===== src/rtl/rmwAtomicPkg.sv =====
package rmwAtomicPkg;

  localparam logic [6:0] OPC_ATOMIC = 7'b0101111;
  localparam logic [2:0] WIDTH_WORD = 3'b010;

  localparam logic [4:0] OP_ADD  = 5'b00000;
  localparam logic [4:0] OP_SWAP = 5'b00001;
  localparam logic [4:0] OP_XOR  = 5'b00100;
  localparam logic [4:0] OP_AND  = 5'b01100;
  localparam logic [4:0] OP_OR   = 5'b01000;
  localparam logic [4:0] OP_MIN  = 5'b10000;
  localparam logic [4:0] OP_MAX  = 5'b10100;
  localparam logic [4:0] OP_MINU = 5'b11000;
  localparam logic [4:0] OP_MAXU = 5'b11100;

  typedef enum logic [2:0] {
    ST_IDLE, ST_CHECK, ST_READ, ST_WRITE, ST_DONE, ST_ILLEGAL, ST_FAULT
  } seqState_t;

  typedef struct packed {
    logic captureCmd;
    logic captureRead;
  } dpStrobe_t;

  typedef struct packed {
    logic legal;
    logic misaligned;
    logic permOk;
  } dpStatus_t;

  function automatic logic opKnown(input logic [4:0] f5);
    case (f5)
      OP_ADD, OP_SWAP, OP_XOR, OP_AND, OP_OR,
      OP_MIN, OP_MAX, OP_MINU, OP_MAXU: opKnown = 1'b1;
      default:                          opKnown = 1'b0;
    endcase
  endfunction

endpackage


===== src/rtl/rmwAlu.sv =====
module rmwAlu
  import rmwAtomicPkg::*;
#(
  parameter int DATA_W = 32
) (
  input  logic [4:0]        opSel,
  input  logic [DATA_W-1:0] rs2Val,
  input  logic [DATA_W-1:0] memVal,
  output logic [DATA_W-1:0] result
);

  logic unsignedCmp;
  logic pickMax;
  logic rs2Less;

  assign unsignedCmp = (opSel[4:3] == 2'b11);
  assign pickMax     = opSel[2];
  assign rs2Less     = unsignedCmp ? (rs2Val < memVal)
                                   : ($signed(rs2Val) < $signed(memVal));

  always_comb begin
    case (opSel)
      OP_ADD:  result = rs2Val + memVal;
      OP_SWAP: result = rs2Val;
      OP_XOR:  result = rs2Val ^ memVal;
      OP_AND:  result = rs2Val & memVal;
      OP_OR:   result = rs2Val | memVal;
      default: result = (pickMax ^ rs2Less) ? rs2Val : memVal;
    endcase
  end

endmodule


===== src/rtl/rmwDatapath.sv =====
module rmwDatapath
  import rmwAtomicPkg::*;
#(
  parameter int ADDR_W  = 32,
  parameter int DATA_W  = 32,
  parameter int CAUSE_W = 5,
  parameter logic [CAUSE_W-1:0] CAUSE_MISALIGN = 6,
  parameter logic [CAUSE_W-1:0] CAUSE_ACCESS   = 15
) (
  input  logic                clk,
  input  logic                rstN,
  input  dpStrobe_t           strobe,
  output dpStatus_t           status,
  input  logic [31:0]         cmdInstr,
  input  logic [ADDR_W-1:0]   cmdAddr,
  input  logic [DATA_W-1:0]   cmdOperand,
  input  logic                cmdPermOk,
  input  logic [DATA_W-1:0]   memRdData,
  input  logic                memWrReq,
  input  logic                memWrReady,
  output logic [ADDR_W-1:0]   memAddr,
  output logic [DATA_W-1:0]   memWrData,
  output logic [DATA_W/8-1:0] memWrMask,
  output logic [4:0]          doneRd,
  output logic [DATA_W-1:0]   doneData,
  output logic [CAUSE_W-1:0]  faultCause,
  output logic [ADDR_W-1:0]   faultAddr
);

  localparam int STRB_W  = DATA_W / 8;
  localparam int ALIGN_W = $clog2(STRB_W);

  logic [4:0]        opReg;
  logic [4:0]        rdReg;
  logic              legalReg;
  logic              permReg;
  logic [ADDR_W-1:0] addrReg;
  logic [DATA_W-1:0] operandReg;
  logic [DATA_W-1:0] oldReg;
  logic [DATA_W-1:0] newReg;
  logic [DATA_W-1:0] aluOut;
  logic              cmdLegal;
  logic              unusedFields;

  assign cmdLegal = (cmdInstr[6:0] == OPC_ATOMIC) &&
                    (cmdInstr[14:12] == WIDTH_WORD) &&
                    opKnown(cmdInstr[31:27]);
  assign unusedFields = ^cmdInstr[26:15];

  always_ff @(posedge clk) begin
    if (!rstN) begin
      opReg      <= '0;
      rdReg      <= '0;
      legalReg   <= 1'b0;
      permReg    <= 1'b0;
      addrReg    <= '0;
      operandReg <= '0;
    end else if (strobe.captureCmd) begin
      opReg      <= cmdInstr[31:27];
      rdReg      <= cmdInstr[11:7];
      legalReg   <= cmdLegal;
      permReg    <= cmdPermOk;
      addrReg    <= cmdAddr;
      operandReg <= cmdOperand;
    end
  end

  rmwAlu #(.DATA_W(DATA_W)) u_alu (
    .opSel  (opReg),
    .rs2Val (operandReg),
    .memVal (memRdData),
    .result (aluOut)
  );

  always_ff @(posedge clk) begin
    if (!rstN) begin
      oldReg <= '0;
      newReg <= '0;
    end else if (strobe.captureRead) begin
      oldReg <= memRdData;
      newReg <= aluOut;
    end
  end

  assign status.legal      = legalReg;
  assign status.misaligned = (addrReg[ALIGN_W-1:0] != '0);
  assign status.permOk     = permReg;

  assign memAddr    = addrReg;
  assign memWrData  = newReg;
  assign memWrMask  = {STRB_W{1'b1}};
  assign doneRd     = rdReg;
  assign doneData   = oldReg;
  assign faultAddr  = addrReg;
  assign faultCause = status.misaligned ? CAUSE_MISALIGN : CAUSE_ACCESS;

  AST_WDATA_HELD: assert property (@(posedge clk) disable iff (!rstN)
    memWrReq && !memWrReady |=> $stable(memWrData) && $stable(memAddr))
    else $error("write data moved while waiting for ready");

  AST_OLD_FROZEN: assert property (@(posedge clk) disable iff (!rstN)
    memWrReq |=> $stable(oldReg))
    else $error("old value changed after the read");

endmodule


===== src/rtl/rmwCtrl.sv =====
module rmwCtrl
  import rmwAtomicPkg::*;
(
  input  logic      clk,
  input  logic      rstN,
  input  logic      cmdValid,
  output logic      cmdReady,
  input  dpStatus_t status,
  output dpStrobe_t strobe,
  input  logic      memRdValid,
  input  logic      memRdErr,
  input  logic      memWrReady,
  output logic      memRdReq,
  output logic      memWrReq,
  output logic      doneValid,
  output logic      illegalPulse,
  output logic      faultValid
);

  seqState_t state, stateNext;

  always_comb begin
    stateNext = state;
    case (state)
      ST_IDLE:  if (cmdValid) stateNext = ST_CHECK;
      ST_CHECK: begin
        if (!status.legal)          stateNext = ST_ILLEGAL;
        else if (status.misaligned) stateNext = ST_FAULT;
        else if (!status.permOk)    stateNext = ST_FAULT;
        else                        stateNext = ST_READ;
      end
      ST_READ: begin
        if (memRdErr)        stateNext = ST_FAULT;
        else if (memRdValid) stateNext = ST_WRITE;
      end
      ST_WRITE: if (memWrReady) stateNext = ST_DONE;
      default:  stateNext = ST_IDLE;
    endcase
  end

  always_ff @(posedge clk) begin
    if (!rstN) state <= ST_IDLE;
    else       state <= stateNext;
  end

  assign cmdReady     = (state == ST_IDLE);
  assign memRdReq     = (state == ST_READ);
  assign memWrReq     = (state == ST_WRITE);
  assign doneValid    = (state == ST_DONE);
  assign illegalPulse = (state == ST_ILLEGAL);
  assign faultValid   = (state == ST_FAULT);

  assign strobe.captureCmd  = cmdReady && cmdValid;
  assign strobe.captureRead = memRdReq && memRdValid && !memRdErr;

  AST_ONE_OUTCOME: assert property (@(posedge clk) disable iff (!rstN)
    $onehot0({doneValid, illegalPulse, faultValid}))
    else $error("more than one outcome pulse");

  AST_IDLE_QUIET: assert property (@(posedge clk) disable iff (!rstN)
    cmdReady |-> !memRdReq && !memWrReq)
    else $error("memory request while idle");

  AST_NO_REQ_OVERLAP: assert property (@(posedge clk) disable iff (!rstN)
    !(memRdReq && memWrReq))
    else $error("read and write requested together");

  AST_WRITE_AFTER_READ: assert property (@(posedge clk) disable iff (!rstN)
    $rose(memWrReq) |-> $past(memRdValid && !memRdErr))
    else $error("write without a clean read");

  AST_DONE_AFTER_WRITE: assert property (@(posedge clk) disable iff (!rstN)
    doneValid |-> $past(memWrReq && memWrReady))
    else $error("completion without accepted write");

  AST_READ_HELD: assert property (@(posedge clk) disable iff (!rstN)
    memRdReq && !memRdValid && !memRdErr |=> memRdReq)
    else $error("read request dropped early");

  AST_ILLEGAL_NO_ACCESS: assert property (@(posedge clk) disable iff (!rstN)
    illegalPulse |-> $past(!memRdReq && !memWrReq))
    else $error("illegal path touched memory");

endmodule


===== src/rtl/rmwAtomicUnit.sv =====
module rmwAtomicUnit
  import rmwAtomicPkg::*;
#(
  parameter int ADDR_W  = 32,
  parameter int DATA_W  = 32,
  parameter int CAUSE_W = 5,
  parameter logic [CAUSE_W-1:0] CAUSE_MISALIGN = 6,
  parameter logic [CAUSE_W-1:0] CAUSE_ACCESS   = 15
) (
  input  logic                clk,
  input  logic                rstN,
  input  logic                cmdValid,
  output logic                cmdReady,
  input  logic [31:0]         cmdInstr,
  input  logic [ADDR_W-1:0]   cmdAddr,
  input  logic [DATA_W-1:0]   cmdOperand,
  input  logic                cmdPermOk,
  output logic                memRdReq,
  output logic                memWrReq,
  output logic [ADDR_W-1:0]   memAddr,
  output logic [DATA_W-1:0]   memWrData,
  output logic [DATA_W/8-1:0] memWrMask,
  input  logic                memRdValid,
  input  logic                memRdErr,
  input  logic [DATA_W-1:0]   memRdData,
  input  logic                memWrReady,
  output logic                doneValid,
  output logic [4:0]          doneRd,
  output logic [DATA_W-1:0]   doneData,
  output logic                illegalPulse,
  output logic                faultValid,
  output logic [CAUSE_W-1:0]  faultCause,
  output logic [ADDR_W-1:0]   faultAddr
);

  dpStrobe_t strobe;
  dpStatus_t status;

  rmwCtrl u_ctrl (
    .clk          (clk),
    .rstN         (rstN),
    .cmdValid     (cmdValid),
    .cmdReady     (cmdReady),
    .status       (status),
    .strobe       (strobe),
    .memRdValid   (memRdValid),
    .memRdErr     (memRdErr),
    .memWrReady   (memWrReady),
    .memRdReq     (memRdReq),
    .memWrReq     (memWrReq),
    .doneValid    (doneValid),
    .illegalPulse (illegalPulse),
    .faultValid   (faultValid)
  );

  rmwDatapath #(
    .ADDR_W         (ADDR_W),
    .DATA_W         (DATA_W),
    .CAUSE_W        (CAUSE_W),
    .CAUSE_MISALIGN (CAUSE_MISALIGN),
    .CAUSE_ACCESS   (CAUSE_ACCESS)
  ) u_dp (
    .clk        (clk),
    .rstN       (rstN),
    .strobe     (strobe),
    .status     (status),
    .cmdInstr   (cmdInstr),
    .cmdAddr    (cmdAddr),
    .cmdOperand (cmdOperand),
    .cmdPermOk  (cmdPermOk),
    .memRdData  (memRdData),
    .memWrReq   (memWrReq),
    .memWrReady (memWrReady),
    .memAddr    (memAddr),
    .memWrData  (memWrData),
    .memWrMask  (memWrMask),
    .doneRd     (doneRd),
    .doneData   (doneData),
    .faultCause (faultCause),
    .faultAddr  (faultAddr)
  );

  AST_FAULT_CAUSE: assert property (@(posedge clk) disable iff (!rstN)
    faultValid |-> (faultCause == CAUSE_ACCESS) || (faultCause == CAUSE_MISALIGN))
    else $error("unexpected fault cause");

  AST_FAULT_NO_WRITE: assert property (@(posedge clk) disable iff (!rstN)
    faultValid |-> $past(!memWrReq))
    else $error("fault after a write");

endmodule


===== config.mk =====
export PLATFORM = sky130hd
export DESIGN_NAME = rmwAtomicUnit
export DESIGN_NICKNAME = d
export VERILOG_FILES = /design/src/rtl/rmwAtomicPkg.sv /design/src/rtl/rmwAlu.sv /design/src/rtl/rmwDatapath.sv /design/src/rtl/rmwCtrl.sv /design/src/rtl/rmwAtomicUnit.sv
export SDC_FILE = /design/constraint.sdc
export NUM_CORES = 1
export LEC_CHECK = 0
export ABC_AREA = 0
export BUFFER_PORTS_ARGS = -buffer_cell sky130_fd_sc_hd__buf_2
export CAP_MARGIN = 10
export CELL_PAD_IN_SITES_DETAIL_PLACEMENT = 2
export CELL_PAD_IN_SITES_GLOBAL_PLACEMENT = 2
export CORE_MARGIN = 5
export CORE_UTILIZATION = 30
export CTS_BUF_LIST = sky130_fd_sc_hd__clkbuf_4
export CTS_CLUSTER_SIZE = 28
export DETAILED_ROUTE_END_ITERATION = 10
export GPL_TIMING_DRIVEN = 0
export PLACE_DENSITY = 0.9
export SETUP_SLACK_MARGIN = 0.5
export SYNTH_ARGS = -nofsm -noshare
export SYNTH_HDL_FRONTEND = slang
export SYNTH_SLANG_ARGS = --single-unit

===== constraint.sdc =====
create_clock -name clk -period 4.2 [get_ports clk]
set_input_delay 0.63 -clock clk [delete_from_list [all_inputs] [get_ports clk]]
set_output_delay 0.63 -clock clk [all_outputs]
set_load 0.01 [all_outputs]

==> summary.md <==
| Metric | Value |
|---|---|
| Antenna violations before repair | `6` |
| Nets | `1810` |
| Adder-Cell Fraction of Synth Area | `0.122` |
| Count of warnings emitted by yosys | `0` |
| Via total after detailed routing | `10600` |
| Setup repair after global routing missed its margin | `no` |
| Worst vdd ir | `0.152 mV` |
| #FFs+latches synth | `143` |
| Fin. max-slew vios | `0` |
| Leakage | `5.72 nW` |
| Count of endpoints failing hold in the final timing report | `0` |
| Placed wire-length estimate | `36.1 mm` |
| Die Outline Area | `37100 sq um` |
| Share of synthesized area occupied by flip-flops and latches | `0.286` |
| Clock tree from TritonCTS | `yes` |
| Synthesized-area fraction occupied by ao, oa, aoi and oai cells | `0.264` |
| GRT Resource Usage Total | `0.241` |
| # H-tree levels | `4` |
| Crit share post-route | `0.843` |
| Number of cell rows | `67` |
| Worst-case headroom to the max-slew limit | `0.356` |
| Final Setup Violations | `0` |
| Count of buffers from port buffering | `262` |
| Instance count along the most critical hold path | `2` |
| Post-synthesis async set-or-reset flop share | `0` |
| Post-route non-filler standard cell count | `2043` |
| Multiplexer area fraction after synthesis | `0.0312` |
| Chip height | `193 microns` |
| HP Class | `in -> reg` |
| Number of distinct library cell variants in the gate-level netlist after synthesis | `68` |
| Bufs on Longest Clock Path | `2` |
| Post-Synth Simple-Gate Area | `0.169` |
| Num Clock Sinks | `143` |
| MaxCap Viol Count | `0` |
| Cell area after placement | `11900 sq um` |
| CTS root buffer | `sky130_fd_sc_hd__clkbuf_4` |
| Largest net degree at the start of global routing | `17` |
| Worst Path Max Fanout | `10` |
| Final setup TNS | `0 ns` |
| EDFF count, synth | `0` |
| Wire length of the first global-routing pass | `68.4 mm` |
| Cell depth of the worst flop-to-flop path | `13` |
| Main flop type after synthesis | `sky130_fd_sc_hd__dfxtp_1` |
| Post-synthesis cell count | `1288` |
| Synth-to-Final Area Change | `22.7%` |
| Clk_lat worst skew | `0.65 ns` |
| Worst Setup Path Type | `reg -> reg` |
| RePlAce Congestion | `0.898` |
| Kind of end point of the critical path | `register` |
| Post-route antenna net violation count | `0` |
| Sum of routed wire length over all layers | `45.3 mm` |
| Iteration-0 DRC Markers | `342` |
| Arrival @ worst endpoint | `4.08 ns` |
| Initial core utilization | `0.301` |
| Worst hold-check slack | `0.211 ns` |
| Result of the run | `finished, final reports clean` |
| Sum of internal, switching and leakage power | `0.00359 W` |
| Dominant combinational cell family by area after synthesis | `compound AO/OA/AOI/OAI gates` |
| Final setup skew | `0.0428 ns` |
| Post-Synth XOR/XNOR Area | `0.0289` |
| Required time at the endpoint of the critical path | `4.74 ns` |
| Via count of the first global-routing pass | `11900` |
| Footprint of the flip-flops and latches | `2870 sq um` |
| Top-level port count | `283` |
| Worst slew pin tran | `0.966 ns` |
| Clock buffer count from CTS | `17` |
| Area of the mapped netlist | `10000 sq um` |
| Pwr dens | `292 nW/um^2` |
| Core footprint | `33300 sq um` |
| Routed wire per std cell | `22.2 microns` |
| Width of the chip | `193 microns` |
| Overflow left after global routing | `0` |
| Layout cell share with drive strength beyond 1 | `0.236` |
| Post-route cell area | `12300 sq um` |
| Post-layout min period | `3.54 ns` |
| Via-to-Cell Ratio | `5.20` |
| Average cell area after synthesis | `7.77 sq um` |
| Critical path startpoint category | `register` |
| Achievable clock frequency | `282 MHz` |
| Count of TritonRoute iterations in the first routing pass | `5` |
| Hold buffer count at CTS | `0` |
| Clock-pin transition on the worst setup and hold timing paths | `0.16 ns` |
| Cell total after placement | `2004` |
| Footprint of the multi-input gates | `6220 sq um` |
| # DRC | `0` |
| Fill cell count | `4018` |
==> final cells by class <==
type / count / area share
Tap cell: 448 / 0.0456
Clock buffer: 17 / 0.0104
Antenna cell: 4 / 0.000815
Clock inverter: 15 / 0.0142
Buffer: 129 / 0.0553
Timing Repair Buffer: 266 / 0.109
Sequential cell: 143 / 0.233
Multi-Input combinational cell: 939 / 0.506
Inverter: 82 / 0.0251
==> state kept, by name, indices dropped and copies added (netlist names) <==
| register | cells |
|---|---|
| u_ctrl.state | 3 |
| u_dp.permReg | 1 |
| u_dp.faultAddr | 32 |
| u_dp.memWrData | 32 |
| u_dp.doneData | 32 |
| u_dp.legalReg | 1 |
| u_dp.opReg | 5 |
| u_dp.operandReg | 32 |
| u_dp.doneRd | 5 |
==> power by group <==
part / switching [W] / internal [W] / leakage, nW / total, W
Sequential: 0.0000676 / 0.00141 / 1.16 / 0.00148
Clock: 0.000650 / 0.000374 / 0.156 / 0.00102
Combinational: 0.000679 / 0.000415 / 4.40 / 0.00109
Total: 0.00140 / 0.00220 / 5.72 / 0.00359
==> Yosys cell counts, drive strengths merged (6+ instances only) <==
master  number  area share
o211ai       8      0.0065
a21o        17       0.013
nor3        10      0.0055
ha          96        0.12
o31ai        8      0.0065
a31o         6      0.0052
o21ai       74       0.037
xnor2       16       0.017
o21bai       7      0.0052
mux2i       29       0.029
nor2        72       0.027
a221oi      51       0.045
a31oi        8      0.0050
nand4        9      0.0056
nor2b       10      0.0062
nand2      249       0.093
inv         82       0.031
xor2        14       0.012
dfxtp      143        0.29
nand3       12      0.0060
clkbuf      70       0.026
a21oi       56       0.028
a221o        6      0.0060
a21boi     109       0.082
buf         59       0.041
a211oi      12      0.0090
==> critical path: stages, from the launching register on <==
cell and delay, ns:
sky130_fd_sc_hd__dfxtp_1 0.46, sky130_fd_sc_hd__inv_1 0.09, sky130_fd_sc_hd__ha_1 0.28, sky130_fd_sc_hd__buf_2 0.22
sky130_fd_sc_hd__inv_2 0.09, sky130_fd_sc_hd__a221oi_1 0.29, sky130_fd_sc_hd__nor2_1 0.07, sky130_fd_sc_hd__o31ai_1 0.47
sky130_fd_sc_hd__o211ai_2 0.25, sky130_fd_sc_hd__xnor2_4 0.24, sky130_fd_sc_hd__buf_6 0.24, sky130_fd_sc_hd__mux2i_1 0.11
sky130_fd_sc_hd__a221oi_1 0.52, sky130_fd_sc_hd__nor2_1 0.09
==> repair_timing <==
action,4_1_cts,5_1_grt
setup endpoints to repair,20,21
setup buffers,3,0
gates resized for setup,0,10
pin swaps,1,0
==> per-layer routing <==
metal / part of all wire / wire, microns / vias up / track usage
met4: 0.029 / 1300 / 8 / 0.0858
li1: - / - / 4963 / -
met2: 0.50 / 22500 / 323 / 0.428
met1: 0.42 / 18900 / 5250 / 0.282
met3: 0.059 / 2650 / 77 / 0.0573
met5: 0.0011 / 48 / - / 0
==> worst paths after layout <==
kind	start	end	slack [ns]
min reg2reg	u_dp.doneData[25]$_SDFFE_PN0P_	u_dp.doneData[25]$_SDFFE_PN0P_	0.47
max	u_dp.operandReg[22]$_SDFFE_PN0P_	u_dp.memWrData[26]$_SDFFE_PN0P_	0.66
min	memWrReady	u_ctrl.state[1]$_SDFFE_PN0P_	0.21
max reg2reg	u_dp.operandReg[22]$_SDFFE_PN0P_	u_dp.memWrData[26]$_SDFFE_PN0P_	0.66
==> placed cells by master, fill, tap and decap left out, types with 12 or more instances in the layout <==
cell	n
sky130_fd_sc_hd__xor2_1	14
sky130_fd_sc_hd__ha_1	96
sky130_fd_sc_hd__inv_1	78
sky130_fd_sc_hd__clkbuf_4	17
sky130_fd_sc_hd__xnor2_1	14
sky130_fd_sc_hd__a221oi_1	49
sky130_fd_sc_hd__a21oi_1	56
sky130_fd_sc_hd__a21o_1	17
sky130_fd_sc_hd__buf_4	45
sky130_fd_sc_hd__clkbuf_1	69
sky130_fd_sc_hd__a211oi_1	12
sky130_fd_sc_hd__buf_2	270
sky130_fd_sc_hd__dfxtp_1	141
sky130_fd_sc_hd__a21boi_0	109
sky130_fd_sc_hd__o21ai_0	66
sky130_fd_sc_hd__nand3_1	12
sky130_fd_sc_hd__nor2_1	72
sky130_fd_sc_hd__nand2_1	249
sky130_fd_sc_hd__mux2i_1	29
==> stage by stage <==
stage | util | worst slack [ns]
after CTS | 0.368 | 0.539
after floorplan | - | 1.04
after detailed placement | 0.358 | -0.0727
after global placement | 0.358 | -0.0540
final | 0.369 | 0.659
after global routing | 0.369 | 0.490
==> logic make-up after synthesis <==
logic type      Yosys count
flops                   143
compound gates          381
xor+xnor                 30
other cells               2
fa+ha+maj                97
buf+inv                 211
mux                      30
simple gates            394
Power figures use the tool's default switching activity.
